`config.mk`:
```
export PLATFORM = sky130hd
export DESIGN_NAME = vrss_softstart_seq
export DESIGN_NICKNAME = d
export VERILOG_FILES = /design/src/rtl/vrss_pkg.sv /design/src/rtl/vrss_cycle_timer.sv /design/src/rtl/vrss_ramp.sv /design/src/rtl/vrss_softstart_seq.sv
export SDC_FILE = /design/constraint.sdc
export NUM_CORES = 1
export LEC_CHECK = 0
export CAP_MARGIN = 20
export CORE_MARGIN = 8
export CORE_UTILIZATION = 35
export DETAILED_ROUTE_END_ITERATION = 12
export PLACE_DENSITY_LB_ADDON = 0.05
export SLEW_MARGIN = 20
export SYNTH_ARGS = -nofsm -noshare
export SYNTH_HDL_FRONTEND = slang
export SYNTH_SLANG_ARGS = --single-unit
```
`constraint.sdc`:
```
create_clock -name clk -period 8.54 [get_ports clk]
set_input_delay 1.708 -clock clk [delete_from_list [all_inputs] [get_ports clk]]
set_output_delay 1.708 -clock clk [all_outputs]
set_load 0.02 [all_outputs]
```
`src/rtl/vrss_pkg.sv`:
```
package vrss_pkg;
   typedef enum logic [2:0] {
      PH_OFF    = 3'd0,
      PH_DELAY  = 3'd1,
      PH_RAMP1  = 3'd2,
      PH_BOOT   = 3'd3,
      PH_RAMP2  = 3'd4,
      PH_SETTLE = 3'd5,
      PH_DONE   = 3'd6
   } vrss_phase_e;
endpackage

```
`src/rtl/vrss_cycle_timer.sv`:
```
module vrss_cycle_timer #(
   parameter int LIMIT = 16
) (
   input  logic clk,
   input  logic rst_n,
   input  logic run,
   output logic expired
);
   localparam int CW = (LIMIT > 1) ? $clog2(LIMIT) : 1;

   if (LIMIT < 1) begin : g_bad
      $error("vrss_cycle_timer: LIMIT must be at least 1");
   end

   if (LIMIT <= 1) begin : g_trivial
      assign expired = run;
   end else begin : g_count
      logic [CW-1:0] cnt_q;
      always_ff @(posedge clk or negedge rst_n) begin
         if (!rst_n)
            cnt_q <= '0;
         else if (!run)
            cnt_q <= '0;
         else if (cnt_q != CW'(LIMIT - 1))
            cnt_q <= cnt_q + 1'b1;
      end
      assign expired = run && (cnt_q == CW'(LIMIT - 1));


      no_wrap_chk: assert property (@(posedge clk) disable iff (!rst_n)
         (run && expired) |=> (!run || expired));
   end
endmodule

```
`src/rtl/vrss_ramp.sv`:
```
module vrss_ramp #(
   parameter int CODE_W = 8
) (
   input  logic              clk,
   input  logic              rst_n,
   input  logic              clr,
   input  logic              active,
   input  logic              tick,
   input  logic [CODE_W-1:0] goal,
   output logic [CODE_W-1:0] code,
   output logic              at_goal
);
   logic [CODE_W-1:0] code_q;

   assign at_goal = (code_q == goal);
   assign code    = code_q;

   always_ff @(posedge clk or negedge rst_n) begin
      if (!rst_n)
         code_q <= '0;
      else if (clr)
         code_q <= '0;
      else if (active && tick && !at_goal) begin
         if (code_q < goal)
            code_q <= code_q + 1'b1;
         else
            code_q <= code_q - 1'b1;
      end
   end


   one_unit_step_chk: assert property (@(posedge clk) disable iff (!rst_n)
      (!$past(clr) && (code_q != $past(code_q))) |->
      ($past(tick && active) &&
       ((code_q == $past(code_q) + 1'b1) || (code_q == $past(code_q) - 1'b1))));


   no_overshoot_chk: assert property (@(posedge clk) disable iff (!rst_n)
      (!clr && active && at_goal) |=> $stable(code_q));
endmodule

```
`src/rtl/vrss_softstart_seq.sv`:
```
module vrss_softstart_seq
   import vrss_pkg::*;
#(
   parameter int CODE_W    = 8,
   parameter int BOOT_CODE = 176,
   parameter int OFF_CODE  = 0,
   parameter int CLK_MHZ   = 200,
   parameter int INIT_US   = 1360,
   parameter int HOLD_US   = 85,
   parameter int SETTLE_US = 85
) (
   input  logic              clk,
   input  logic              rst_n,
   input  logic              en_main,
   input  logic              en_aux,
   input  logic              por_active,
   input  logic [CODE_W-1:0] vid_code,
   input  logic              vid_valid,
   input  logic              ss_tick,
   output logic [CODE_W-1:0] ref_code,
   output logic              ph_delay,
   output logic              ph_ramp_boot,
   output logic              ph_boot_hold,
   output logic              ph_ramp_vid,
   output logic              ph_settle,
   output logic              ph_done,
   output logic              rdy_req
);
   localparam int INIT_CYC   = CLK_MHZ * INIT_US;
   localparam int HOLD_CYC   = CLK_MHZ * HOLD_US;
   localparam int SETTLE_CYC = CLK_MHZ * SETTLE_US;
   localparam logic [CODE_W-1:0] BOOT_LVL = CODE_W'(BOOT_CODE);
   localparam logic [CODE_W-1:0] OFF_LVL  = CODE_W'(OFF_CODE);

   if (CODE_W < 2) begin : g_chk_w
      $error("vrss_softstart_seq: CODE_W too small");
   end
   if (BOOT_CODE < 1 || BOOT_CODE >= (1 << CODE_W)) begin : g_chk_boot
      $error("vrss_softstart_seq: BOOT_CODE out of range");
   end
   if (OFF_CODE < 0 || OFF_CODE >= (1 << CODE_W)) begin : g_chk_off
      $error("vrss_softstart_seq: OFF_CODE out of range");
   end
   if (CLK_MHZ < 1 || INIT_US < 1 || HOLD_US < 1 || SETTLE_US < 1) begin : g_chk_t
      $error("vrss_softstart_seq: timing parameters must be positive");
   end

   vrss_phase_e       phase_q, phase_d;
   logic [CODE_W-1:0] tgt_q;
   logic              run;
   logic              init_exp, hold_exp, settle_exp;
   logic              ramp_clr, ramp_act, ramp_at;
   logic [CODE_W-1:0] ramp_goal;

   assign run = en_main && en_aux && !por_active &&
                !(vid_valid && (vid_code == OFF_LVL));

   vrss_cycle_timer #(.LIMIT(INIT_CYC)) u_init_tmr (
      .clk(clk), .rst_n(rst_n), .run(phase_q == PH_DELAY), .expired(init_exp));
   vrss_cycle_timer #(.LIMIT(HOLD_CYC)) u_hold_tmr (
      .clk(clk), .rst_n(rst_n), .run(phase_q == PH_BOOT), .expired(hold_exp));
   vrss_cycle_timer #(.LIMIT(SETTLE_CYC)) u_settle_tmr (
      .clk(clk), .rst_n(rst_n), .run(phase_q == PH_SETTLE), .expired(settle_exp));

   assign ramp_clr  = !run || (phase_q == PH_OFF);
   assign ramp_act  = (phase_q == PH_RAMP1) || (phase_q == PH_RAMP2);
   assign ramp_goal = (phase_q == PH_RAMP1) ? BOOT_LVL : tgt_q;

   vrss_ramp #(.CODE_W(CODE_W)) u_ramp (
      .clk(clk), .rst_n(rst_n), .clr(ramp_clr), .active(ramp_act),
      .tick(ss_tick), .goal(ramp_goal), .code(ref_code), .at_goal(ramp_at));

   always_comb begin
      phase_d = phase_q;
      if (!run)
         phase_d = PH_OFF;
      else begin
         case (phase_q)
            PH_OFF:    phase_d = PH_DELAY;
            PH_DELAY:  if (init_exp) phase_d = PH_RAMP1;
            PH_RAMP1:  if (ramp_at) phase_d = PH_BOOT;
            PH_BOOT:   if (hold_exp && vid_valid) phase_d = PH_RAMP2;
            PH_RAMP2:  if (ramp_at) phase_d = PH_SETTLE;
            PH_SETTLE: if (settle_exp) phase_d = PH_DONE;
            PH_DONE:   phase_d = PH_DONE;
            default:   phase_d = PH_OFF;
         endcase
      end
   end

   always_ff @(posedge clk or negedge rst_n) begin
      if (!rst_n) begin
         phase_q <= PH_OFF;
         tgt_q   <= '0;
      end else begin
         phase_q <= phase_d;
         if (phase_q == PH_BOOT && phase_d == PH_RAMP2)
            tgt_q <= vid_code;
      end
   end

   assign ph_delay     = (phase_q == PH_DELAY);
   assign ph_ramp_boot = (phase_q == PH_RAMP1);
   assign ph_boot_hold = (phase_q == PH_BOOT);
   assign ph_ramp_vid  = (phase_q == PH_RAMP2);
   assign ph_settle    = (phase_q == PH_SETTLE);
   assign ph_done      = (phase_q == PH_DONE);
   assign rdy_req      = ph_done;


   abort_clears_chk: assert property (@(posedge clk) disable iff (!rst_n)
      !run |=> (phase_q == PH_OFF && ref_code == '0 && !rdy_req));


   flags_onehot_chk: assert property (@(posedge clk) disable iff (!rst_n)
      $onehot0({ph_delay, ph_ramp_boot, ph_boot_hold, ph_ramp_vid, ph_settle, ph_done}));


   delay_zero_ref_chk: assert property (@(posedge clk) disable iff (!rst_n)
      ph_delay |-> (ref_code == '0));


   hold_at_boot_chk: assert property (@(posedge clk) disable iff (!rst_n)
      ph_boot_hold |-> (ref_code == BOOT_LVL));


   ready_on_target_chk: assert property (@(posedge clk) disable iff (!rst_n)
      rdy_req |-> (ref_code == tgt_q));


   done_stable_chk: assert property (@(posedge clk) disable iff (!rst_n)
      (ph_done && run) |=> $stable(ref_code));
endmodule

```
---- Word level (Yosys, flattened, before mapping) ----
Index checks and enable logic that the tools add are counted.
storage, ports and cells
  input port bits ......................... 15
  memories ................................ 0
  memory bits (writable) .................. 0
  memory bits (read-only) ................. 0
  flip-flop bits (word level) ............. 68
  bits in latches ......................... 0
cells by class
  magnitude comparators ................... 1
  add/subtract/negate cells ............... 5
  bitwise logic cells ..................... 0
  equal/unequal tests ..................... 17
  multipliers ............................. 0
  divide/modulo/power cells ............... 0
  reduce and logical (&&, ||, !) cells .... 20
  muxes and demuxes ....................... 17
  shifts and indexed selects .............. 0
operators with widths
  operator                                                                number
  15-bit two-way mux                                                      4
  19-bit two-way mux                                                      2
  8-bit two-way mux                                                       4
  15-bit by 1-bit adder with 15-bit output (second input constant)        2
  15-bit equality test (second input constant)                            2
  15-bit != test (second input constant)                                  2
  3-bit one-hot mux with 7 select lines                                   1
  19-bit by 1-bit adder with 19-bit output (second input constant)        1
  19-bit equality test (second input constant)                            1
  19-bit != test (second input constant)                                  1
  3-bit two-way mux                                                       6
  3-bit equality test (second input constant)                             4
  1-bit logical AND                                                       11
  8-bit by 1-bit adder with 8-bit output (second input constant)          1
  8-bit equality test                                                     1
  8-bit zero test                                                         1
  8-bit < comparator                                                      1
  8-bit by 1-bit subtractor with 8-bit output (second input constant)     1
  3-bit by 2-bit equality test with 1-bit output (second input constant)  2
  2-bit != test (second input constant)                                   3
  1-bit zero test                                                         4
  3-bit by 1-bit equality test with 1-bit output (second input constant)  1
  3-bit zero test                                                         1
  1-bit logical OR                                                        2
  2-bit nonzero test                                                      1

---- Logic depth before layout (Yosys ltp) ----
  depth after elaboration ................. 8
  mapped depth ............................ 18
  gate-level depth less buffers ........... 17

---- Modules after synthesis ----
Synthesis repeated with hierarchy kept, for this count alone.
second synthesis, totals
  cells, all modules ...................... 439
  area, all modules ....................... 4237.8 um^2
modules (own cells, without submodules)
  module                              sequential area each (um^2)  area each (um^2)  cells an instance  times used
  vrss_cycle_timer at u_hold_tmr ...  375.4                        848.3             88                 2
  vrss_cycle_timer at u_init_tmr      475.5                        1059.8            107                1
  vrss_ramp                           200.2                        800.8             93                 1
  vrss_softstart_seq                  275.3                        680.7             63                 1

---- Least setup slack after synthesis ----
Ideal clock, no wire load.
  path kind ............................... reg2reg
  start point ............................. register phase_q[2]
  end point ............................... register u_ramp.code_q[7], in the netlist u_ramp.code[7]
  data required time ...................... 8.471 ns
  path buffers ............................ 1
  slack ................................... 5.099 ns
  cell stages (with the launch flop) ...... 17
  arrival ................................. 3.371 ns
  path through ............................ dfrtp_1 clkbuf_1 nand2b_1 nand2_1 ha_1 nor2b_1 o211ai_1 a21oi_1 a211o_1 ha_1 a21o_1 a21oi_1 o21ai_0 a31oi_1 xor2_1 or4_1 nand3_1
between the ends
  cells in the longest elaborated chain, start to end .. 6
  elaborated cells between the ends (all ways) .. 15
  classes of those cells .................. order compare: 1; eq/ne: 3; mux: 4; reduce/logical: 7
RTL lines
  item                                                              line                                                text
  from (decl)                                                       vrss_softstart_seq.sv:48                            vrss_phase_e phase_q, phase_d;
  from (signal assigned)                                            vrss_softstart_seq.sv:96                            phase_q <= phase_d;
  3-bit by 2-bit equality test with 1-bit output                    vrss_softstart_seq.sv:66, vrss_softstart_seq.sv:67
  8-bit two-way mux                                                 vrss_softstart_seq.sv:67                            assign ramp_goal = (phase_q == PH_RAMP1) ? BOOT_LVL : tgt_q;
  8-bit < comparator / 8-bit equality test (equally long branches)  vrss_ramp.sv:24, vrss_ramp.sv:15
  8-bit two-way mux / 1-bit zero test (equally long branches)       vrss_ramp.sv:24, vrss_ramp.sv:23
  8-bit two-way mux / 1-bit logical AND (equally long branches)     vrss_ramp.sv:23                                     else if (active && tick && !at_goal) begin
  8-bit two-way mux / 2-bit nonzero test (equally long branches)    n/a
  to (signal assigned)                                              vrss_ramp.sv:25                                     code_q <= code_q + 1'b1;
  to (signal assigned)                                              vrss_ramp.sv:27                                     code_q <= code_q - 1'b1;
  to (decl)                                                         vrss_ramp.sv:13                                     logic [CODE_W-1:0] code_q;
Several ways; a longest one is shown, not always the timed one. The select of a mux whose other input is x is not followed.
A chain may end at the register's enable or synchronous reset.

---- Worst setup path after layout ----
  start point ............................. register phase_q[2]
  end point ............................... output port ph_delay
between the ends
  cells in the longest elaborated chain, start to end .. 1
RTL lines
  item                                            line                       text
  3-bit by 1-bit equality test with 1-bit output  vrss_softstart_seq.sv:102  assign ph_delay = (phase_q == PH_DELAY);
  to (decl)                                       vrss_softstart_seq.sv:21   output logic ph_delay,
No other way between the ends.

==> results.txt <==
Unrepaired setup endpoints after global routing: no
CTS root buf: clkbuf_8
Worst R2R Setup Slack: 4810 ps
FMAX: 0.2448 GHz
Die ar.: 14,480 um2
Number of flops mapped to enable cells by yosys: 0
Hold WC Path Type: register to register
Least-Margin Pin Slew: 894.6 ps
Antenna Nets Post-Route: 0
Outcome: finished, final reports clean
Worst skew pair latency: 340 ps
Final hold viol count: 0
Vias in the first global route: 2,742
Post-route DRC: 0
Drt pass-1 iters: 6
Core area: 10,750 um2
Primary FF master, synth: dfrtp_1
Layout cells sized above 1: 9.070%
Antenna cell count: 0
Vias: 2,814
Max Slew Vio Count: 0
Post-cts gate resize count: 0
Largest net degree at the start of global routing: 69
Cells after Synth: 400
Final worst-path cycle share: 47.83%
Overall die width: 120.4 um
Post-Syn Area per Cell: 9.528 um2
Worst Setup End Kind: primary output
Worst slew margin: 40.36%
First-pass GRT wire length: 13,990 um
FFs w/ async S/R, synth: 100.0%
Worst setup margin: 4456 ps
Worst Hold Path EP: tgt_q[7]
GR Util All Layers: 11.94%
H-tree Lvls: 3
Hold-fix buffers, CTS: 0
Reg-to-Reg End: u_ramp.code[7]
Max Cap Violations: 0
Layout filler cell count: 1,101
Post-DP HPWL: 5714 um
Yosys reg bits: 68
Met2 WL: 3575 um
Routed met3 length: 308 um
Via density: 4.937
Final Critical Period: 4084 ps
Global route overflow: 0
DR top layer: met4
Starting DRT DRC Count: 233
Inserted Clock Buffers: 9
Critical Path Max Stage Delay: 710 ps
Worst hold start: tgt_q[7]
Worst r2r src: phase_q[1]
R2r worst-path depth: 16
Setup WS pre-CTS: 4601 ps
Syn_nets: 433
Layout net count: 458
Initial antenna violation count: 0
Initial Utilization: 35.47%
Std-Cell Rows: 38
Postcts setup bufs: 0
Area delta synth->final: 15.07%
Pwr dens: 139.5 nW/um2
CTS tree: built
Startpoint types: register
Final WL: 8189 um
I/O Buffers: 29
Crit-path max FO: 20
CTS Buffer Depth: 2
Die H: 120.4 um
Clk sinks: 68
Crit path arrival time: 2380 ps
GPL Wtd Cong: 0.7631
# IOs: 30
Setup violations, final: 0
Clock-pin slew on the worst setup and hold paths: 80 ps
Hold Path Stages: 1
YS warnings: 0
CP required: 6830 ps
Wire length on met1: 4243 um
Post-synth cell types: 52
Routed length per instance: 14.37 um
Syn Std Cell Area: 3811 um2
Setup CP Type: register to primary output
Setup TNS Final: 0 ps
Worst vdd ir: 0.1037 mV
Worst path slowest cell: or3b_2
Sequential area share after synthesis: 44.65%
CP cell instances: or3b_2 > inv_1 > clkdlybuf4s50_1
Clock Skew: 12.86 ps
LEAKAGE: 0.001860 uW
## per-stage QoR
stage	hold WS, ps	area (um2)	std cells	total power, uW	util, %
after floorplan	472.9	3811	400	333.0	-
after global routing	535.2	4385	570	638.4	40.81
final	525.2	4385	570	611.7	40.81
after detailed placement	501.4	4184	554	349.1	38.94
after global placement	508.5	4184	554	349.2	38.94
after CTS	529.1	4385	570	625.0	40.81
## where the power goes
part / internal, uW / switching (uW) / total, uW
sequential: 322 / 0.767 / 323
combinational: 7.13 / 11.7 / 18.9
clock: 142 / 128 / 270
total: 472 / 140 / 612
## routing by layer
metal | up-vias | global-route usage, %
li1 | 1428 | -
met1 | 1345 | 16.82
met2 | 37 | 17.39
met3 | 4 | 3.217
met4 | 0 | 3.747
met5 | - | 0
## Yosys cell counts (2+ instances only)
library cell / count / area share, %
nand3_1: 20 / 2.6
clkbuf_1: 8 / 0.79
or3_1: 9 / 1.5
a22oi_1: 4 / 0.79
xor2_1: 31 / 7.1
nand2_1: 33 / 3.3
nand4_1: 10 / 1.6
o211ai_1: 2 / 0.39
nand4b_1: 2 / 0.46
or2_2: 2 / 0.33
ha_1: 17 / 5.6
nand2_2: 2 / 0.33
and2_1: 2 / 0.33
mux2i_1: 3 / 0.79
buf_4: 3 / 0.59
mux2_4: 8 / 3.2
nor2b_1: 6 / 0.99
or2_1: 3 / 0.49
and4_1: 3 / 0.69
and3_1: 5 / 0.82
a21oi_1: 21 / 2.8
a21o_1: 3 / 0.59
a31oi_1: 3 / 0.49
inv_1: 9 / 0.89
buf_6: 3 / 0.89
nand2b_1: 3 / 0.49
o21bai_1: 2 / 0.39
o21ai_0: 10 / 1.3
nor3_1: 7 / 0.92
nor2_1: 64 / 6.3
dfrtp_1: 68 / 45
nor4b_1: 3 / 0.69
nor4_1: 4 / 0.66
xnor2_1: 9 / 2.1
## worst max-delay path: cells and delay by family, from the launching register on
family | cells | cell delay (ps)
and+or+nand+nor | 1 | 710
DFF | 1 | 510
buffers and inverters | 2 | 800
## sequential cells by signal, indices dropped and copies added (netlist names)
name	cells
u_ramp.code	8
u_init_tmr.g_count.cnt_q	19
u_settle_tmr.g_count.cnt_q	15
u_hold_tmr.g_count.cnt_q	15
tgt_q	8
phase_q	3
## cell type report
class | instances | area (um2) | area share [%]
Clock buffer | 10 | 137.6 | 3.138
Sequential cell | 68 | 1702 | 38.80
Clock inverter | 6 | 63.81 | 1.455
Tap cell | 140 | 175.2 | 3.994
Timing Repair Buffer | 30 | 292.8 | 6.676
Inverter | 10 | 37.54 | 0.8559
Multi-Input combinational cell | 306 | 1977 | 45.08
## cells by family (layout without fill, tap and decap cells)
group                      Yosys count  in the layout  share of synthesized area [%]
and+or+nand+nor                    188            188                          24.89
DFF                                 68             68                          44.65
AOI/OAI and AO/OA                   48             48                          7.485
xor gates and xnor gates            40             40                          9.192
buffers and inverters               26             56                          3.480
adders and majority gates           19             19                          6.369
muxes                               11             11                          3.940
## worst max path at each step
stage | from | to | slack (ps) | cells after the start
floorplan | phase_q[2] | u_ramp.code[7] | 5100 | 16
global placement | vid_code[2] | tgt_q[4] | 4650 | 6
detailed placement | vid_code[2] | tgt_q[1] | 4600 | 6
CTS | phase_q[2] | ph_delay | 4410 | 3
global route | phase_q[2] | ph_delay | 4290 | 3
finish | phase_q[2] | ph_delay | 4460 | 3
## placed cells by master, fill, tap and decap left out, types with 3 or more instances in the layout
cell,Yosys,final
dfrtp_1,68,68
nor2_1,64,64
nand2_1,33,33
xor2_1,31,31
clkdlybuf4s50_1,0,28
a21oi_1,21,21
nand3_1,20,20
ha_1,17,17
nand4_1,10,10
o21ai_0,10,10
clkbuf_8,0,10
inv_1,9,9
xnor2_1,9,9
or3_1,9,9
mux2_4,8,8
nor3_1,7,7
nor2b_1,6,6
and3_1,5,5
nor4_1,4,4
a22oi_1,4,4
nand2b_1,3,3
or2_1,3,3
and4_1,3,3
nor4b_1,3,3
a31oi_1,3,3
mux2i_1,3,3
a21o_1,3,3
(Power assumes the default switching activity.)
